===== config.mk =====
export PLATFORM = sky130hd
export DESIGN_NAME = hstore_unit
export DESIGN_NICKNAME = d
export VERILOG_FILES = /design/src/rtl/hs_pkg.sv /design/src/rtl/hs_addr_gen.sv /design/src/rtl/hs_lane_steer.sv /design/src/rtl/hs_status.sv /design/src/rtl/hstore_unit.sv
export SDC_FILE = /design/constraint.sdc
export NUM_CORES = 1
export LEC_CHECK = 0
export ABC_AREA = 1
export BUFFER_PORTS_ARGS = -buffer_cell sky130_fd_sc_hd__buf_2
export CORE_UTILIZATION = 50
export CTS_BUF_LIST = sky130_fd_sc_hd__clkbuf_8
export DETAILED_ROUTE_END_ITERATION = 16
export PLACE_DENSITY_LB_ADDON = 0.2
export SLEW_MARGIN = 10
export SYNTH_ARGS = -nofsm -noshare
export SYNTH_HDL_FRONTEND = slang
export SYNTH_SLANG_ARGS = --single-unit

===== constraint.sdc =====
create_clock -name clk -period 4.5 [get_ports clk]
set_clock_uncertainty 0.1 [all_clocks]
set_input_delay 0.9 -clock clk [delete_from_list [all_inputs] [get_ports clk]]
set_output_delay 0.9 -clock clk [all_outputs]
set_load 0.01 [all_outputs]

===== src/rtl/hs_pkg.sv =====
package hs_pkg;

    localparam int BUS_W   = 32;
    localparam int LANES   = BUS_W / 8;
    localparam int HALF_W  = 16;

    typedef struct packed {
        logic [7:0] second;   // byte for address + 1
        logic [7:0] first;    // byte for the effective address
    } byte_pair_t;

    typedef struct packed {
        logic             valid;
        logic [LANES-1:0] be;
        logic [BUS_W-1:0] data;
    } wr_beat_t;

    function automatic byte_pair_t order_bytes(input logic [HALF_W-1:0] half,
                                               input logic big);
        byte_pair_t p;
        if (big) begin
            p.first  = half[15:8];
            p.second = half[7:0];
        end else begin
            p.first  = half[7:0];
            p.second = half[15:8];
        end
        return p;
    endfunction

endpackage


===== src/rtl/hs_addr_gen.sv =====
module hs_addr_gen #(
    parameter int ADDR_W = 32,
    parameter int DISP_W = 7
) (
    input  logic [ADDR_W-1:0] base,
    input  logic [DISP_W-1:0] disp,
    input  logic [ADDR_W-1:0] io_lo,
    input  logic [ADDR_W-1:0] io_hi,
    output logic [ADDR_W-1:0] ea,
    output logic              misal,
    output logic              io_hit
);
    localparam int EXT_W = ADDR_W - DISP_W - 1;

    logic [ADDR_W-1:0] offset;

    always_comb begin
        offset = {{EXT_W{disp[DISP_W-1]}}, disp, 1'b0};
        ea     = base + offset;
        misal  = ea[0];
        io_hit = (ea >= io_lo) && (ea <= io_hi);
    end
endmodule


===== src/rtl/hs_lane_steer.sv =====
module hs_lane_steer
    import hs_pkg::*;
#(
    parameter int PAIR_IDX_W = $clog2(LANES / 2)
) (
    input  logic [PAIR_IDX_W-1:0] pair_sel,
    input  logic [HALF_W-1:0]     half,
    input  logic                  big,
    output logic [LANES-1:0]      be,
    output logic [BUS_W-1:0]      data
);
    localparam int PAIRS = LANES / 2;

    byte_pair_t pair;

    always_comb pair = order_bytes(half, big);

    for (genvar g = 0; g < PAIRS; g++) begin : g_pair
        assign data[g*HALF_W +: HALF_W] = {pair.second, pair.first};
        assign be[2*g +: 2] = (int'(pair_sel) == g) ? 2'b11 : 2'b00;
    end
endmodule


===== src/rtl/hs_status.sv =====
module hs_status (
    input  logic clk,
    input  logic rst,
    input  logic mis_evt,
    input  logic io_evt,
    input  logic trap_en,
    input  logic clr,
    input  logic ack,
    output logic mis_flag,
    output logic io_err,
    output logic trap_req
);
    always_ff @(posedge clk) begin
        if (rst) begin
            mis_flag <= 1'b0;
            io_err   <= 1'b0;
            trap_req <= 1'b0;
        end else begin
            if (mis_evt)      mis_flag <= 1'b1;
            else if (clr)     mis_flag <= 1'b0;

            if (io_evt)       io_err <= 1'b1;
            else if (clr)     io_err <= 1'b0;

            if (mis_evt && trap_en) trap_req <= 1'b1;
            else if (ack)           trap_req <= 1'b0;
        end
    end
endmodule


===== src/rtl/hstore_unit.sv =====
module hstore_unit
    import hs_pkg::*;
#(
    parameter int ADDR_W = 32,
    parameter int DISP_W = 7
) (
    input  logic              clk,
    input  logic              rst,
    input  logic              op_valid,
    input  logic              op_guard,
    input  logic [ADDR_W-1:0] op_base,
    input  logic [DISP_W-1:0] op_disp,
    input  logic [BUS_W-1:0]  op_src,
    input  logic              big_endian,
    input  logic              trap_en,
    input  logic              status_clr,
    input  logic              jump_ack,
    input  logic [ADDR_W-1:0] io_lo,
    input  logic [ADDR_W-1:0] io_hi,
    output logic              wr_valid,
    output logic [ADDR_W-3:0] wr_addr,
    output logic [LANES-1:0]  wr_be,
    output logic [BUS_W-1:0]  wr_data,
    output logic              mis_flag,
    output logic              io_err,
    output logic              trap_req
);
    localparam int LANE_BITS  = $clog2(LANES);
    localparam int PAIR_IDX_W = $clog2(LANES / 2);

    logic [ADDR_W-1:0] ea;
    logic              misal, io_hit, accept, write_ok;
    logic [LANES-1:0]  be_c;
    logic [BUS_W-1:0]  data_c;
    wr_beat_t          beat_q;
    logic [ADDR_W-3:0] addr_q;

    hs_addr_gen #(.ADDR_W(ADDR_W), .DISP_W(DISP_W)) u_addr (
        .base   (op_base),
        .disp   (op_disp),
        .io_lo  (io_lo),
        .io_hi  (io_hi),
        .ea     (ea),
        .misal  (misal),
        .io_hit (io_hit)
    );

    hs_lane_steer #(.PAIR_IDX_W(PAIR_IDX_W)) u_steer (
        .pair_sel (ea[LANE_BITS-1:1]),
        .half     (op_src[HALF_W-1:0]),
        .big      (big_endian),
        .be       (be_c),
        .data     (data_c)
    );

    always_comb begin
        accept   = op_valid && op_guard;
        write_ok = accept && !misal && !io_hit;
    end

    hs_status u_status (
        .clk      (clk),
        .rst      (rst),
        .mis_evt  (accept && misal),
        .io_evt   (accept && io_hit),
        .trap_en  (trap_en),
        .clr      (status_clr),
        .ack      (jump_ack),
        .mis_flag (mis_flag),
        .io_err   (io_err),
        .trap_req (trap_req)
    );

    always_ff @(posedge clk) begin
        if (rst) begin
            beat_q <= '0;
            addr_q <= '0;
        end else begin
            beat_q.valid <= write_ok;
            beat_q.be    <= write_ok ? be_c : '0;
            if (accept) begin
                beat_q.data <= data_c;
                addr_q      <= ea[ADDR_W-1:2];
            end
        end
    end

    assign wr_valid = beat_q.valid;
    assign wr_be    = beat_q.be;
    assign wr_data  = beat_q.data;
    assign wr_addr  = addr_q;
endmodule


==> results of run 1 <==
-- layer usage --
layer  vias to the layer above  global-route usage
met5                         -                   0
met4                         0              0.0773
met3                        24              0.0180
met2                       199               0.454
met1                      2793               0.351
li1                       3358                   -
-- final timing paths --
kind | start | end | depth (start not counted)
worst min-delay path | u_status.mis_flag | u_status.mis_flag | 2
worst min register to register | u_status.mis_flag | u_status.mis_flag | 2
worst max register to register | wr_addr[10] | wr_addr[10] | 4
worst max-delay path | op_disp[6] | wr_be[2] | 21
-- flip-flops by register name, summed over array words and instances, names as in the netlist --
signal             cells
wr_addr               30
wr_be                  2
u_status.trap_req      1
wr_valid               1
wr_data               16
u_status.mis_flag      1
u_status.io_err        1
-- final cells by class --
class                   instances  area, um2  share of cell area
well taps                     143        179              0.0255
repair buffers                199       1000               0.143
multi-input cells             692       4000               0.571
clock inverters                 2       60.1             0.00857
flip-flops and latches         52       1040               0.149
inverters                     174        653              0.0932
clock buffers                   5       68.8             0.00982
-- per-stage QoR --
stage	utilization	hold slack [ns]	std cells
6_report	0.611	0.370	1267
2_1_floorplan	-	0.387	953
3_3_place_gp	0.600	0.350	1260
5_1_grt	0.611	0.405	1267
4_1_cts	0.611	0.372	1267
3_5_place_dp	0.600	0.358	1260
-- worst max-delay path, cell delays in order --
cell and delay, ns:
buf_2 0.37, ha_1 0.38, a21oi_1 0.29, o21ai_0 0.19, a21oi_2 0.21, nor2_1 0.07
nor2_1 0.12, nand2_1 0.07, nand2_1 0.10, nand2_1 0.10, ha_1 0.30, nand2_1 0.07
nor2_1 0.14, nand2_1 0.11, nor2_1 0.15, nand2_1 0.07, nand2_1 0.05, nand2_1 0.06
nand2_1 0.09, nand2_1 0.10, nor2_1 0.10
-- logic make-up (layout without fill, tap and decap cells) --
kind of cell    after synthesis  in the layout  share of synthesized area
xor+xnor                     15             15                     0.0222
flops                        52             52                      0.176
compound gates              139            139                      0.140
buf+inv                     209            380                      0.146
fa+ha+maj                    95             95                      0.203
simple gates                443            443                      0.313
-- cells in the final DEF, fill, tap and decap left out, drive strengths merged, types with 8 or more instances in the layout --
master  instances
nor2          124
o21ai          39
dfxtp          52
nand4           8
inv           173
nand2         244
buf           199
nand3          58
xor2           11
a21oi          63
o211ai         17
ha             94
-- report_power, final --
| part | internal, mW | switching, mW | total [mW] | leakage (nW) |
|---|---|---|---|---|
| logic | 0.328 | 0.505 | 0.833 | 3.86 |
| registers | 0.492 | 0.0176 | 0.510 | 0.428 |
| clock network | 0.219 | 0.155 | 0.374 | 0.0642 |
| total | 1.04 | 0.678 | 1.72 | 4.35 |
==> results by group, run 1 <==
Routing
  – Wire per inst: 12.6 um
  – 1st-iter DRT viols: around 320
  – Met2 wire len: roughly 7600 um
  – Top routing layer used: met4
  – Met3 wire length: 792 um
  – M1 WL: 7220 um
  – Antenna-violating nets left: 0
  – Vias per Instance: ~5.0
  – Final wirelength: 16000 um
  – Vias: 6374
  – # DRC: 0
  – Drt first pass iters: 5

Clock network
  – H-tree Lvls: 2
  – Clock Sinks: 52
  – CTS resizes: 0
  – Clk slew on worst S/H paths: ~0.090 ns
  – Clk Latency, worst-skew pair: 0.30 ns
  – Root Driver: clkbuf_8
  – Clock Path Buffers: 2
  – Post-CTS Setup Repair Bufs: 0
  – CTS tree: yes
  – Hold_buf cts: 0
  – CTS Buf Count: 5

Worst setup path
  – Startpoint Class: input port
  – Crit path max fanout: 25
  – Critical Path Sink Type: register
  – Setup CP Type: input port to register
  – R2R setup slack: around 3.7 ns
  – Arrival @ worst endpoint: 4.05 ns
  – Critical Path RT: 4.65 ns

Final layout
  – Number of fill cells: 1193
  – Synthesis-to-layout area growth: 18.7%
  – Cell area after layout: roughly 0.007 mm2
  – Number of nets in the layout: 1362
  – Share of layout cells above drive strength 1: 0.214
  – Ant diodes: 0

STA
  – Post-route setup slack: 0.599 ns
  – Setup Viol. Count Final: 0
  – Slew Viols, Final: 0
  – Peak Freq: around 0.26 GHz
  – Unrepaired setup endpoints after global routing: false
  – Tcrit/Tclk final: 0.867
  – Max transition margin: 0.577
  – Fin crit period: 3.90 ns
  – Endpoints failing hold: 0
  – Actual transition at the worst max-transition pin: roughly 0.63 ns
  – Setup TNS Final: 0 ns

Flow run
  – Max Cap Viol: 0

Power and ir drop
  – Lkg Pwr: between 4 and 5 nW
  – Total Power: 1.72 mW
  – Maximum vdd drop: 187 uV
  – Pwr dens: approximately 240 mW/mm2

GRT
  – Total track usage: 0.263
  – First-pass GRT wire length: about 26000 um
  – Largest net degree at the start of global routing: 33
  – Total gr overflow: 0
  – Number of global-route vias before repair: 5651
  – Initial antenna violation count: 0

Yosys
  – Netlist cell types: 33
  – Synth top area share: 0.199
  – Yosys Warn Count: 0
  – Syn Inst Count: 953
  – Main flop type after synthesis: dfxtp_1
  – Ys async rst share: 0
  – Count of flip-flops with a built-in enable after synthesis: 0
  – Avg Inst Size Synth: 6.20 um2
  – Synthesized flop and latch total: 52
  – Commonest cells post-synth: nand2_1, inv_1, nor2_1
  – Synthesized area: between 0.005 and 0.006 mm2
  – Seq/Total Area, Yosys: 0.176
  – Synth Net Count: 1191
  – Synth area leader: ha_1
  – Ranking of synthesized cells by area: ha_1, dfxtp_1, nand2_1
  – Top-count cell post-synth: nand2_1

Place
  – Pre-CTS setup slack: around 0.30 ns
  – Gpl congestion: approximately 0.99
  – Area post-placement: 0.00688 mm2
  – DPL Wire Length: ~14000 um
  – Port Buffers: 196

Floorplan
  – Die Wd: 111 um
  – Boundary Pins: about 210
  – Initial core utilization: 0.515
  – Full die area: 0.0123 mm2
  – Floorplan row count: 39
  – Core Area: 0.0115 mm2
  – Die Ht: about 110 um

Run status
  – Status: finished clean

Hold path
  – Hold/Removal Path Class: register to register
(Power assumes the default switching activity.)
==> run 2, diff against run 1 <==
CORE_UTILIZATION = 33   (was 50)
==> results by group, run 2 (synthesis gave the netlist of run 1 again) <==
Run status
  – Status: finished clean

Floorplan
  – Die Ht: 136 um (+23%)
  – Die Wd: 136 um (+23%)
  – Full die area: 0.0184 mm2 (+50%)
  – Initial core utilization: 0.340 (-0.175)
  – Core Area: 0.0174 mm2 (+51%)
  – Floorplan row count: 48 (+23%)
  – Boundary Pins: 213 (unchanged)

Final layout
  – Share of layout cells above drive strength 1: 0.216 (+0.00209)
  – Ant diodes: 0 (unchanged)
  – Number of fill cells: 1931 (+62%)
  – Synthesis-to-layout area growth: 20.4%
  – Number of nets in the layout: 1364 (+0.15%)
  – Commonest non-fill, non-tap cells in the layout: nand2_1, buf_2, inv_1
  – Most common cell after layout, fill and taps aside: nand2_1
  – Largest register FFs: 30 (unchanged)

GRT
  – Largest net degree at the start of global routing: 59 (+79%)
  – Total track usage: 0.193 (-0.0701)
  – First-pass GRT wire length: 27400 um (+4.4%)
  – Initial antenna violation count: 1 (+1)
  – Total gr overflow: 0 (unchanged)
  – Number of global-route vias before repair: 5683 (+0.57%)

Clock network
  – Clk Latency, worst-skew pair: 0.31 ns (about the same)
  – CTS Buf Count: 5 (unchanged)
  – CTS tree: yes
  – CTS resizes: 0 (unchanged)
  – Root Driver: clkbuf_8
  – Clk slew on worst S/H paths: 0.10 ns (about the same)
  – Post-CTS Setup Repair Bufs: 0 (unchanged)
  – Clock Path Buffers: 2 (unchanged)
  – Hold_buf cts: 0 (unchanged)
  – Clock Sinks: 52 (unchanged)
  – H-tree Lvls: 2 (unchanged)

Power and ir drop
  – Lkg Pwr: 4.35 nW (about the same)
  – Total Power: 1.69 mW (-1.4%)
  – Maximum vdd drop: 122 uV (-35%)
  – Pwr dens: 238 mW/mm2 (-2.8%)

Worst setup path
  – CP dominant cell by count: nand2_1
  – Crit-path cells: buf_2 > ha_1 > fa_1 > nand2_1 > nand3_2 > nand2_2 > nor3_2 > o21ai_0 > nand3_1 > nand2_1 > nand2_1 > ha_1 > a21oi_1 > o21ai_0 > nand2_1 > nand2_1 > a21oi_1 > nand2_1 > nand2_1 > nand2_1 > nand2_1 > nor2_1
  – Critical Path Sink Type: register
  – Critical Path RT: 4.62 ns (-0.03 ns)
  – Critical path's slowest cell: fa_1
  – Largest stage delay on the critical path: 0.41 ns (+0.03 ns)
  – Startpoint Class: input port
  – Setup CP Type: input port to register
  – R2R setup slack: 3.69 ns (about the same)
  – Arrival @ worst endpoint: 4.01 ns (-0.04 ns)
  – Crit path max fanout: 3 (-88%)

STA
  – Fin crit period: 3.89 ns (-0.0107 ns)
  – Slew Viols, Final: 0 (unchanged)
  – Setup TNS Final: 0 ns (unchanged)
  – Post-route setup slack: 0.610 ns (+0.0107 ns)
  – Unrepaired setup endpoints after global routing: false
  – Tcrit/Tclk final: 0.864 (-0.00237)
  – Setup Viol. Count Final: 0 (unchanged)
  – Max transition margin: 0.553 (-0.0239)
  – Endpoints failing hold: 0 (unchanged)
  – Actual transition at the worst max-transition pin: 0.671 ns (+0.0358 ns)
  – Peak Freq: 0.257 GHz (+0.27%)

Routing
  – Drt first pass iters: 5 (unchanged)
  – Final wirelength: 17700 um (+11%)
  – Antenna-violating nets left: 0 (unchanged)
  – # DRC: 0 (unchanged)
  – Wire per inst: 13.1 um (+3.7%)
  – Vias per Instance: 4.57 (-9.1%)
  – Vias: 6182 (-3.0%)
  – 1st-iter DRT viols: 250 (-22%)

Place
  – Pre-CTS setup slack: 0.251 ns (-0.0526 ns)
  – Gpl congestion: 0.880 (-11%)
  – Port Buffers: 196 (unchanged)
  – DPL Wire Length: 15400 um (+12%)

Flow run
  – Max Cap Viol: 0 (unchanged)

Hold path
  – Hold/Removal Path Class: register to register
## run 2: final cells by class
| type | instances | area, um2 | share of cell area |
|---|---|---|---|
| clock buffer | 5 | 68.8 | 0.00968 |
| sequential | 52 | 1040 | 0.146 |
| inverter | 174 | 653 | 0.0918 |
| multi-input combinational | 692 | 4000 | 0.563 |
| timing repair buffer | 201 | 1020 | 0.143 |
| tap | 225 | 282 | 0.0396 |
| clock inverter | 3 | 46.3 | 0.00651 |
## run 2: final timing paths
check / start / endpoint / cells after the start
worst max register to register: wr_addr[13] / wr_addr[13] / 4
worst min-delay path: u_status.mis_flag / u_status.mis_flag / 2
worst min register to register: u_status.mis_flag / u_status.mis_flag / 2
worst max-delay path: op_base[1] / wr_be[1] / 22
## run 2: report_power, final
group          switching (mW)  internal, mW  total [mW]
Combinational           0.514         0.328       0.843
Clock                   0.173         0.168       0.340
Sequential             0.0179         0.492       0.510
Total                   0.705         0.988        1.69
## run 2: through the flow
stage,hold WS [ns],util,instances,instance area [um2]
2_1_floorplan,0.387,-,953,5910
3_3_place_gp,0.355,0.403,1344,7000
3_5_place_dp,0.356,0.403,1344,7000
4_1_cts,0.373,0.410,1352,7110
5_1_grt,0.387,0.410,1352,7110
6_report,0.369,0.410,1352,7110
## run 2: per-layer routing
layer,GRT usage,wire length [um],share of wire,up-vias
li1,-,-,-,3369
met1,0.248,8200,0.46,2627
met2,0.346,8340,0.47,170
met3,0.0161,910,0.051,14
met4,0.0424,224,0.013,2
met5,0,9,0.00051,-
## run 2: critical path, delay by kind of cell
kind / cells / cell delay (ns)
and+or+nand+nor: 14 / 1.29
buffers and inverters: 1 / 0.10
AOI/OAI and AO/OA: 4 / 0.78
adders and majority gates: 3 / 0.92
